`src/rtl/ptr_pkg.sv`:
```
package ptr_pkg;

  localparam int unsigned MIN_WIN_LG2 = 18;
  localparam int unsigned NUM_SIZES   = 6;
  localparam int unsigned MIN_SLICE   = 12;
  localparam int unsigned OB_STRIDE   = 3;

  localparam logic [3:0] SEL_IB_BAR  = 4'd6;
  localparam logic [3:0] SEL_IB_LOC  = 4'd7;
  localparam logic [3:0] SEL_IB_CTRL = 4'd8;

  typedef struct packed {
    logic [4:0] slice;
    logic       en;
    logic [2:0] code;
  } win_ctrl_t;

  function automatic logic [5:0] win_lg2(input logic [2:0] code);
    return 6'(MIN_WIN_LG2) + {2'b00, code, 1'b0};
  endfunction

endpackage

```
`src/rtl/ptr_cfg_regs.sv`:
```
module ptr_cfg_regs
  import ptr_pkg::*;
#(
  parameter int unsigned ADDR_W   = 32,
  parameter int unsigned GRAN_LG2 = MIN_WIN_LG2,
  parameter int unsigned TGT_LG2  = MIN_SLICE
) (
  input  logic                         clk,
  input  logic                         rst_n,
  input  logic                         cfg_we,
  input  logic [3:0]                   cfg_sel,
  input  logic [ADDR_W-1:0]            cfg_wdata,
  output logic [1:0][ADDR_W-1:0]       ob_base_o,
  output logic [1:0][ADDR_W-1:0]       ob_tgt_o,
  output win_ctrl_t [1:0]              ob_ctrl_o,
  output logic [ADDR_W-1:0]            ib_bar_o,
  output logic [ADDR_W-1:0]            ib_loc_o,
  output win_ctrl_t                    ib_ctrl_o
);

  localparam logic [ADDR_W-1:0] BASE_LO = (ADDR_W'(1) << GRAN_LG2) - ADDR_W'(1);
  localparam logic [ADDR_W-1:0] TGT_LO  = (ADDR_W'(1) << TGT_LG2) - ADDR_W'(1);

  logic [1:0][ADDR_W-1:0] ob_base_q, ob_base_d;
  logic [1:0][ADDR_W-1:0] ob_tgt_q,  ob_tgt_d;
  win_ctrl_t [1:0]        ob_ctrl_q, ob_ctrl_d;
  logic [ADDR_W-1:0]      ib_bar_q, ib_bar_d;
  logic [ADDR_W-1:0]      ib_loc_q, ib_loc_d;
  win_ctrl_t              ib_ctrl_q, ib_ctrl_d;

  win_ctrl_t wr_ctrl;
  logic      code_ok;

  assign wr_ctrl = '{slice: cfg_wdata[8:4], en: cfg_wdata[3], code: cfg_wdata[2:0]};
  assign code_ok = (cfg_wdata[2:0] < 3'(NUM_SIZES));

  always_comb begin
    ob_base_d = ob_base_q;
    ob_tgt_d  = ob_tgt_q;
    ob_ctrl_d = ob_ctrl_q;
    ib_bar_d  = ib_bar_q;
    ib_loc_d  = ib_loc_q;
    ib_ctrl_d = ib_ctrl_q;
    for (int w = 0; w < 2; w++) begin
      if (cfg_sel == 4'(OB_STRIDE * w))
        ob_base_d[w] = cfg_wdata & ~BASE_LO;
      if (cfg_sel == 4'(OB_STRIDE * w + 1))
        ob_tgt_d[w] = cfg_wdata & ~TGT_LO;
      if (cfg_sel == 4'(OB_STRIDE * w + 2) && code_ok)
        ob_ctrl_d[w] = wr_ctrl;
    end
    if (cfg_sel == SEL_IB_BAR)
      ib_bar_d = cfg_wdata & ~BASE_LO;
    if (cfg_sel == SEL_IB_LOC)
      ib_loc_d = cfg_wdata & ~BASE_LO;
    if (cfg_sel == SEL_IB_CTRL && code_ok)
      ib_ctrl_d = '{slice: 5'd0, en: wr_ctrl.en, code: wr_ctrl.code};
  end

  always_ff @(posedge clk or negedge rst_n) begin
    if (!rst_n) begin
      ob_base_q <= '0;
      ob_tgt_q  <= '0;
      ob_ctrl_q <= '0;
      ib_bar_q  <= '0;
      ib_loc_q  <= '0;
      ib_ctrl_q <= '0;
    end else if (cfg_we) begin
      ob_base_q <= ob_base_d;
      ob_tgt_q  <= ob_tgt_d;
      ob_ctrl_q <= ob_ctrl_d;
      ib_bar_q  <= ib_bar_d;
      ib_loc_q  <= ib_loc_d;
      ib_ctrl_q <= ib_ctrl_d;
    end
  end

  assign ob_base_o = ob_base_q;
  assign ob_tgt_o  = ob_tgt_q;
  assign ob_ctrl_o = ob_ctrl_q;
  assign ib_bar_o  = ib_bar_q;
  assign ib_loc_o  = ib_loc_q;
  assign ib_ctrl_o = ib_ctrl_q;

endmodule

```
`src/rtl/ptr_ob_window.sv`:
```
module ptr_ob_window
  import ptr_pkg::*;
#(
  parameter int unsigned ADDR_W = 32
) (
  input  logic [ADDR_W-1:0] base,
  input  logic [ADDR_W-1:0] tgt,
  input  win_ctrl_t         ctrl,
  input  logic [ADDR_W-1:0] addr,
  output logic              hit,
  output logic [ADDR_W-1:0] xaddr
);

  logic [5:0]        wl;
  logic [5:0]        sl;
  logic [ADDR_W-1:0] win_lo;
  logic [ADDR_W-1:0] sl_lo;

  always_comb begin
    wl = win_lg2(ctrl.code);
    if ({1'b0, ctrl.slice} < 6'(MIN_SLICE))
      sl = 6'(MIN_SLICE);
    else if ({1'b0, ctrl.slice} > wl)
      sl = wl;
    else
      sl = {1'b0, ctrl.slice};
    win_lo = ~({ADDR_W{1'b1}} << wl);
    sl_lo  = ~({ADDR_W{1'b1}} << sl);
    hit    = ctrl.en
             && (((addr ^ base) & ~win_lo) == '0)
             && ((addr & win_lo & ~sl_lo) == '0);
    xaddr  = hit ? ((tgt & ~sl_lo) | (addr & sl_lo)) : '0;
  end

endmodule

```
`src/rtl/ptr_ib_window.sv`:
```
module ptr_ib_window
  import ptr_pkg::*;
#(
  parameter int unsigned ADDR_W = 32
) (
  input  logic [ADDR_W-1:0] bar,
  input  logic [ADDR_W-1:0] loc,
  input  logic              en,
  input  logic [2:0]        code,
  input  logic [ADDR_W-1:0] addr,
  output logic              hit,
  output logic [ADDR_W-1:0] xaddr
);

  logic [ADDR_W-1:0] win_lo;

  always_comb begin
    win_lo = ~({ADDR_W{1'b1}} << win_lg2(code));
    hit    = en && (((addr ^ bar) & ~win_lo) == '0);
    xaddr  = hit ? ((loc & ~win_lo) | (addr & win_lo)) : '0;
  end

endmodule

```
`src/rtl/ptr_addr_xlate.sv`:
```
module ptr_addr_xlate
  import ptr_pkg::*;
#(
  parameter int unsigned ADDR_W = 32
) (
  input  logic              clk,
  input  logic              rst_n,
  input  logic              cfg_we,
  input  logic [3:0]        cfg_sel,
  input  logic [ADDR_W-1:0] cfg_wdata,
  input  logic [ADDR_W-1:0] ahb_addr,
  output logic              ob_hit,
  output logic              ob_is_io,
  output logic [ADDR_W-1:0] ob_pci_addr,
  input  logic [ADDR_W-1:0] pci_addr,
  output logic              ib_hit,
  output logic [ADDR_W-1:0] ib_local_addr
);

  localparam int unsigned W_MEM = 0;
  localparam int unsigned W_IO  = 1;

  logic [1:0][ADDR_W-1:0] ob_base;
  logic [1:0][ADDR_W-1:0] ob_tgt;
  win_ctrl_t [1:0]        ob_ctrl;
  logic [ADDR_W-1:0]      ib_bar;
  logic [ADDR_W-1:0]      ib_loc;
  win_ctrl_t              ib_ctrl;
  logic [1:0]             w_hit;
  logic [1:0][ADDR_W-1:0] w_xaddr;

  ptr_cfg_regs #(.ADDR_W(ADDR_W)) u_regs (
    .clk       (clk),
    .rst_n     (rst_n),
    .cfg_we    (cfg_we),
    .cfg_sel   (cfg_sel),
    .cfg_wdata (cfg_wdata),
    .ob_base_o (ob_base),
    .ob_tgt_o  (ob_tgt),
    .ob_ctrl_o (ob_ctrl),
    .ib_bar_o  (ib_bar),
    .ib_loc_o  (ib_loc),
    .ib_ctrl_o (ib_ctrl)
  );

  for (genvar w = 0; w < 2; w++) begin : g_ob
    ptr_ob_window #(.ADDR_W(ADDR_W)) u_win (
      .base  (ob_base[w]),
      .tgt   (ob_tgt[w]),
      .ctrl  (ob_ctrl[w]),
      .addr  (ahb_addr),
      .hit   (w_hit[w]),
      .xaddr (w_xaddr[w])
    );
  end

  // memory window has priority over the I/O window
  always_comb begin
    ob_hit      = w_hit[W_MEM] | w_hit[W_IO];
    ob_is_io    = !w_hit[W_MEM] && w_hit[W_IO];
    ob_pci_addr = w_hit[W_MEM] ? w_xaddr[W_MEM] : w_xaddr[W_IO];
  end

  logic [4:0] ib_slice_unused;
  assign ib_slice_unused = ib_ctrl.slice;

  ptr_ib_window #(.ADDR_W(ADDR_W)) u_ib (
    .bar   (ib_bar),
    .loc   (ib_loc),
    .en    (ib_ctrl.en),
    .code  (ib_ctrl.code),
    .addr  (pci_addr),
    .hit   (ib_hit),
    .xaddr (ib_local_addr)
  );

endmodule

```
`config.mk`:
```
export PLATFORM = sky130hd
export DESIGN_NAME = ptr_addr_xlate
export DESIGN_NICKNAME = d
export VERILOG_FILES = /design/src/rtl/ptr_pkg.sv /design/src/rtl/ptr_cfg_regs.sv /design/src/rtl/ptr_ob_window.sv /design/src/rtl/ptr_ib_window.sv /design/src/rtl/ptr_addr_xlate.sv
export SDC_FILE = /design/constraint.sdc
export NUM_CORES = 1
export LEC_CHECK = 0
export BUFFER_PORTS_ARGS = -buffer_cell sky130_fd_sc_hd__clkbuf_2
export CAP_MARGIN = 20
export CORE_UTILIZATION = 51
export DETAILED_ROUTE_END_ITERATION = 8
export PLACE_DENSITY = 0.85
export SYNTH_ARGS = -nofsm -noshare
export SYNTH_HDL_FRONTEND = slang
export SYNTH_SLANG_ARGS = --single-unit
```
`constraint.sdc`:
```
create_clock -name clk -period 4 [get_ports clk]
set_input_delay 0.4 -clock clk [delete_from_list [all_inputs] [get_ports clk]]
set_output_delay 0.4 -clock clk [all_outputs]
set_load 0.05 [all_outputs]
```
======== After elaboration in Yosys (flattened, before gate mapping) ========
Index checks and enable logic that the tools add are counted.
W data, S select, Z words.
storage, ports and cells
  flip-flop bits (word level) ............. 118
  latch bits .............................. 0
  memory bits (writable) .................. 0
  memory bits (read-only) ................. 0
  input port bits ......................... 103
  output and inout port bits .............. 67
  memories kept ........................... 0
operators by class
  add/sub/neg operators ................... 3
  multiply operators ...................... 0
  div/mod/pow operators ................... 0
  order comparisons ....................... 5
  eq/ne operators ......................... 8
  shift operators ......................... 5
  multiplexer cells ....................... 7
  bitwise logic cells ..................... 30
  reduce and logical (&&, ||, !) cells .... 25
operators by type and width
  cell                     count
  $and A32 B32 Y32         13
  $not A32 Y32             10
  $logic_not A32 Y1        5
  $shl A32 B6 Y32 const A  5
  $mux W32                 3
  $or A32 B32 Y32          3
  $xor A32 B32 Y32         3
  $mux W6                  4
  $add A5 B4 Y6 const A    3
  $reduce_and A2 Y1        9
  $eq A4 B3 Y1 const B     4
  $gt A5 B6 Y1             2
  $lt A5 B4 Y1 const B     2
  $logic_and A1 B1 Y1      9
  $eq A4 B2 Y1 const B     2
  $eq A4 B1 Y1 const B     1
  $eq A4 B4 Y1 const B     1
  $logic_not A4 Y1         1
  $lt A3 B3 Y1 const B     1
  $logic_not A1 Y1         1
  $or A1 B1 Y1             1

======== Depth between registers and ports, before layout ========
  depth after elaboration ................. 12
  mapped depth ............................ 15
  mapped depth without buffers ............ 13

======== By module ========
Synthesis repeated with hierarchy kept, for this count alone.
second synthesis, totals
  cells, all modules ...................... 1144
  area, all modules ....................... 11646.2 um^2
modules (own cells, without submodules)
  module          instances  cells each  area an instance (um^2)  seq. area each (um^2)
  ptr_cfg_regs    1          364         5315.1                   2952.8
  ptr_ob_window   2          286         2188.3                   0.0
  ptr_ib_window   1          170         1405.1                   0.0
  ptr_addr_xlate  1          38          549.3                    0.0

======== Least setup slack after synthesis ========
No wires, ideal clock.
  path type ............................... register to output
  start point ............................. register u_regs.ob_ctrl_q (netlist bit u_regs.ob_ctrl_o[1])
  end point ............................... output port ob_pci_addr[0]
  arrival ................................. 4.125 ns
  data required time ...................... 3.600 ns
  path slack .............................. -0.525 ns
  cell stages (with the launch flop) ...... 16
  cell sequence ........................... dfrtp_1 ha_1 inv_1 ha_1 ha_1 nand4_1 nor2_1 a211oi_1 buf_4 mux2i_1 o22ai_1 a211o_1 nor4_2 nand2_1 buf_2 o22ai_1
on the way
  longest elaborated chain between the ends .. 11
  elaborated cells between the ends (all ways) .. 21
  those cells by class .................... add/sub (1); order compare (1); shift (2); mux (3); bitwise (10); reduce/logical (4)
RTL lines
  item                      RTL line                                  source
  start: declaration        ptr_cfg_regs.sv:26                        win_ctrl_t [1:0] ob_ctrl_q, ob_ctrl_d;
  start signal: assignment  ptr_cfg_regs.sv:71                        ob_ctrl_q <= ob_ctrl_d;
  $add A5 B4 Y6 *           ptr_pkg.sv:19                             return 6'(MIN_WIN_LG2) + {2'b00, code, 1'b0};
  $gt A5 B6 Y1              ptr_ob_window.sv:23                       else if ({1'b0, ctrl.slice} > wl)
  $mux W6                   ptr_ob_window.sv:23
  $mux W6                   ptr_ob_window.sv:21                       if ({1'b0, ctrl.slice} < 6'(MIN_SLICE))
  $shl A32 B6 Y32           ptr_ob_window.sv:28                       sl_lo = ~({ADDR_W{1'b1}} << sl);
  $not A32 Y32              ptr_ob_window.sv:28
  $not A32 Y32              ptr_ob_window.sv:31, ptr_ob_window.sv:32
  $and A32 B32 Y32          ptr_ob_window.sv:31                       && ((addr & win_lo & ~sl_lo) == '0);
  $logic_not A32 Y1         ptr_ob_window.sv:31
  $logic_and A1 B1 Y1       ptr_ob_window.sv:31
  $mux W32 *                ptr_addr_xlate.sv:61                      ob_pci_addr = w_hit[W_MEM] ? w_xaddr[W_MEM] : w_xaddr[W_IO];
  end: declaration          ptr_addr_xlate.sv:14                      output logic [ADDR_W-1:0] ob_pci_addr,
Every way passes the cells marked *; elsewhere a longest branch is shown, timed or not.

======== Worst setup path in the final report ========
  start point ............................. register u_regs.ob_ctrl_q (netlist bit u_regs.ob_ctrl_o[1])
  end point ............................... output port ob_pci_addr[22]
Same word-level chain as after synthesis.

==> flow_summary.ini <==
[routing]
drc = 0
dr_total_vias = 9333
drt_iter0_drc = 926
drtPass1Iterations = 6
drt_wl_total_mm = 35.4
routedWlPerCell_um = 24.5
drtAntennaViolNets = 0
viasPerCell = 6.45

[power]
ir_drop_v = 0.000517
total_leakage_power_nw = 5.75
power_mw = 6.71
power_density_nw_per_um2 = 525

[clocking]
cts_buffers = 17
worstSkewPairLatency_ps = 430
cts_hold_buf = 0
cts_buffer_depth = 2
cts_tree = built
clk_pin_slew_worst_paths_ps = 60
clock-root-buffer = clkbuf_16
numClockSinks = 118
htree_levels = 4

[placed_design]
routabilityCongestion = 1.05
dpl.cell_count = 1385
placed_cell_area_um2 = 11500
dp_hpwl_mm = 25.2
port-buffer-count = 166

[sta]
setup_slack_ps = -778
fin_skew_ps = 0
max_freq_mhz = 209
tns_ps = -24450
hold_ws_ps = 10.6
slew_violations = 0
layout_min_cycle_time_ps = 4780
tightest_slew_ps = 1090
rsz0062_at_grt = true
final.period_utilization = 1.19
max-slew-margin-rel = 0.271
finalHoldViolations = 0
setup_viol = 34

[grt]
grt_usage = 0.397
grt_max_degree = 58
antenna_found_initial = 0
overflow = 0
grt_pass1_vias = 9188
grt_pass1_wl_mm = 52.7

[status]
violations = negative setup slack
status = finished with violations

[hold_path]
hold_path.class = in2async

[setup_path]
worst-r2r-cell-count = 3
r2r_slack_ps = 2850
endpoint_kind = primary output
path_class = reg2out
path_delay_family = compound AO/OA/AOI/OAI gates
crit_top_cell = ha_4
critPathLaunchType = flip-flop
rr_startpoint = u_regs.ob_ctrl_o[1]$_DFFE_PN0P_
path_max_fanout = 7
slowest_stage = dfrtp_2
cp_slowest_stage_delay_ps = 460
critical_path_required_ps = 3600
cp_num_buf_inv = 6
path_cells = ha_4 -> inv_2 -> ha_4 -> ha_4 -> nand4_1 -> nor2_2 -> a211oi_2 -> buf_4 -> mux2i_4 -> buf_6 -> o41ai_4 -> o32ai_2 -> nor4_4 -> buf_4 -> nand2_8 -> buf_16 -> o22ai_4 -> buf_12
cp.arrival_ps = 4380
worstReg2RegEnd = u_regs.ob_ctrl_o[1]$_DFFE_PN0P_

[run]
drv_cap = 0

[logic_synthesis]
postSynthAreaPerCell_um2 = 9.59
yosys_warnings = 0
synth.distinct_cells = 72
postSynthCellCount = 913
ys_seq_elements = 118
mappedNetlistNets = 1038
synth_ff_type = dfrtp_1
synth_edf_count = 0
yosysSeqAreaShare = 0.337
netlist_area_um2 = 8760
async_reset_ff_frac = 1.00

[floorplan]
rows = 47
die_h_um = 133
die_area_um2 = 17700
dieWidth_um = 133
start_util = 0.524
core_um2 = 16700
ios = 170

[layout]
nNetsFinal = 1339
fin_area_um2 = 12800
diodes = 0
syn_to_final_growth_pct = 46.0
final_cells = 1447
layout-drive-gt1-share = 0.471
synth_stat cells, types with 5 or more instances:
cell / count / share of area
a211oi_1: 9 / 0.0077
a21o_1: 7 / 0.0060
a21oi_1: 41 / 0.023
a31oi_1: 6 / 0.0043
and2_1: 12 / 0.0086
and3_1: 7 / 0.0050
buf_1: 5 / 0.0021
clkbuf_1: 34 / 0.015
dfrtp_1: 118 / 0.34
ha_1: 22 / 0.031
inv_1: 28 / 0.012
mux2_2: 120 / 0.15
mux2i_1: 64 / 0.073
nand2_1: 74 / 0.032
nand2b_1: 11 / 0.0079
nand3_1: 15 / 0.0086
nor2_1: 88 / 0.038
nor2b_1: 9 / 0.0064
nor3_1: 14 / 0.0080
nor4_1: 6 / 0.0043
o2111ai_1: 7 / 0.0070
o211ai_1: 5 / 0.0043
o21ai_0: 42 / 0.024
o22ai_1: 10 / 0.0071
o22ai_2: 29 / 0.041
xnor2_1: 26 / 0.026
xor2_1: 16 / 0.016
layout by cell type (no fill, tap or decap), types with 23 or more instances in the layout:
| cell type | instances |
|---|---|
| clkbuf_2 | 131 |
| buf_4 | 147 |
| mux2_2 | 118 |
| nor2_1 | 86 |
| buf_12 | 30 |
| a21oi_1 | 41 |
| nand2_1 | 71 |
| dfrtp_1 | 115 |
| o21ai_0 | 41 |
| xnor2_1 | 25 |
| o22ai_4 | 32 |
| inv_1 | 23 |
| mux2i_1 | 56 |
final cells by class:
class | instances | area, um^2
repair buffers | 329 | 2730
well taps | 220 | 275
clock buffers | 17 | 425
flip-flops and latches | 118 | 2960
clock inverters | 15 | 159
multi-input cells | 719 | 6130
inverters | 29 | 113
fillers | 1039 | 3920
worst register-to-register path, cell delays in order, from the launching register on:
cell and delay [ps]:
dfrtp_2 460, buf_4 150, buf_4 160, mux2_2 270
through the flow:
step / utilization / setup WS, ps
floorplan: - / -16.4
global placement: 0.686 / -319
detailed placement: 0.686 / -413
CTS: 0.745 / -641
global route: 0.766 / -888
finish: 0.766 / -778
kinds of logic (layout without fill, tap and decap cells):
| logic type | Yosys count | after routing | share of synthesized area |
|---|---|---|---|
| xor gates and xnor gates | 42 | 42 | 0.0420 |
| adders and majority gates | 22 | 22 | 0.0314 |
| and+or+nand+nor | 259 | 259 | 0.141 |
| buffers and inverters | 76 | 390 | 0.0364 |
| DFF | 118 | 118 | 0.337 |
| AOI/OAI and AO/OA | 212 | 212 | 0.185 |
| muxes | 184 | 184 | 0.227 |
per-layer routing:
layer	up-vias	wire length, um	GRT usage	part of all wire
met5	-	0	0	0
met4	0	1850	0.215	0.052
met3	164	3300	0.0670	0.093
met2	643	16900	0.634	0.48
met1	4570	13300	0.513	0.38
li1	3956	-	-	-
how the worst max path moves through the flow:
stage	start	to	slack, ps	cells after the start
after floorplan	u_regs.ob_ctrl_o[9]$_DFFE_PN0P_	ob_pci_addr[15]	-20	14
after global routing	u_regs.ob_ctrl_o[1]$_DFFE_PN0P_	ob_pci_addr[22]	-890	18
after CTS	u_regs.ob_ctrl_o[10]$_DFFE_PN0P_	ob_pci_addr[27]	-640	14
after detailed placement	u_regs.ob_ctrl_o[0]$_DFFE_PN0P_	ob_pci_addr[1]	-410	18
after global placement	u_regs.ob_ctrl_o[1]$_DFFE_PN0P_	ob_pci_addr[5]	-320	18
final	u_regs.ob_ctrl_o[1]$_DFFE_PN0P_	ob_pci_addr[22]	-780	18
power breakdown:
group          internal, mW  total, mW  switching (mW)
clock network         0.882       1.54           0.659
logic                  1.60       3.45            1.85
registers              1.48       1.72           0.242
total                  3.96       6.71            2.75
state kept, by name, indices dropped and copies added, names as in the netlist:
signal,count
u_regs.ob_ctrl_o,18
u_regs.ib_ctrl_o,4
u_regs.ib_loc_o,14
u_regs.ob_base_o,28
u_regs.ib_bar_o,14
u_regs.ob_tgt_o,40
repair_timing:
| item | in CTS | in global routing |
|---|---|---|
| setup buffers | 12 | 13 |
| gates resized for setup | 47 | 43 |
| cloned | 2 | 2 |
| endpoints found under the setup margin | 35 | 38 |
| pin swaps | 18 | 30 |
No activity file was read; power rests on OpenSTA's default activity.
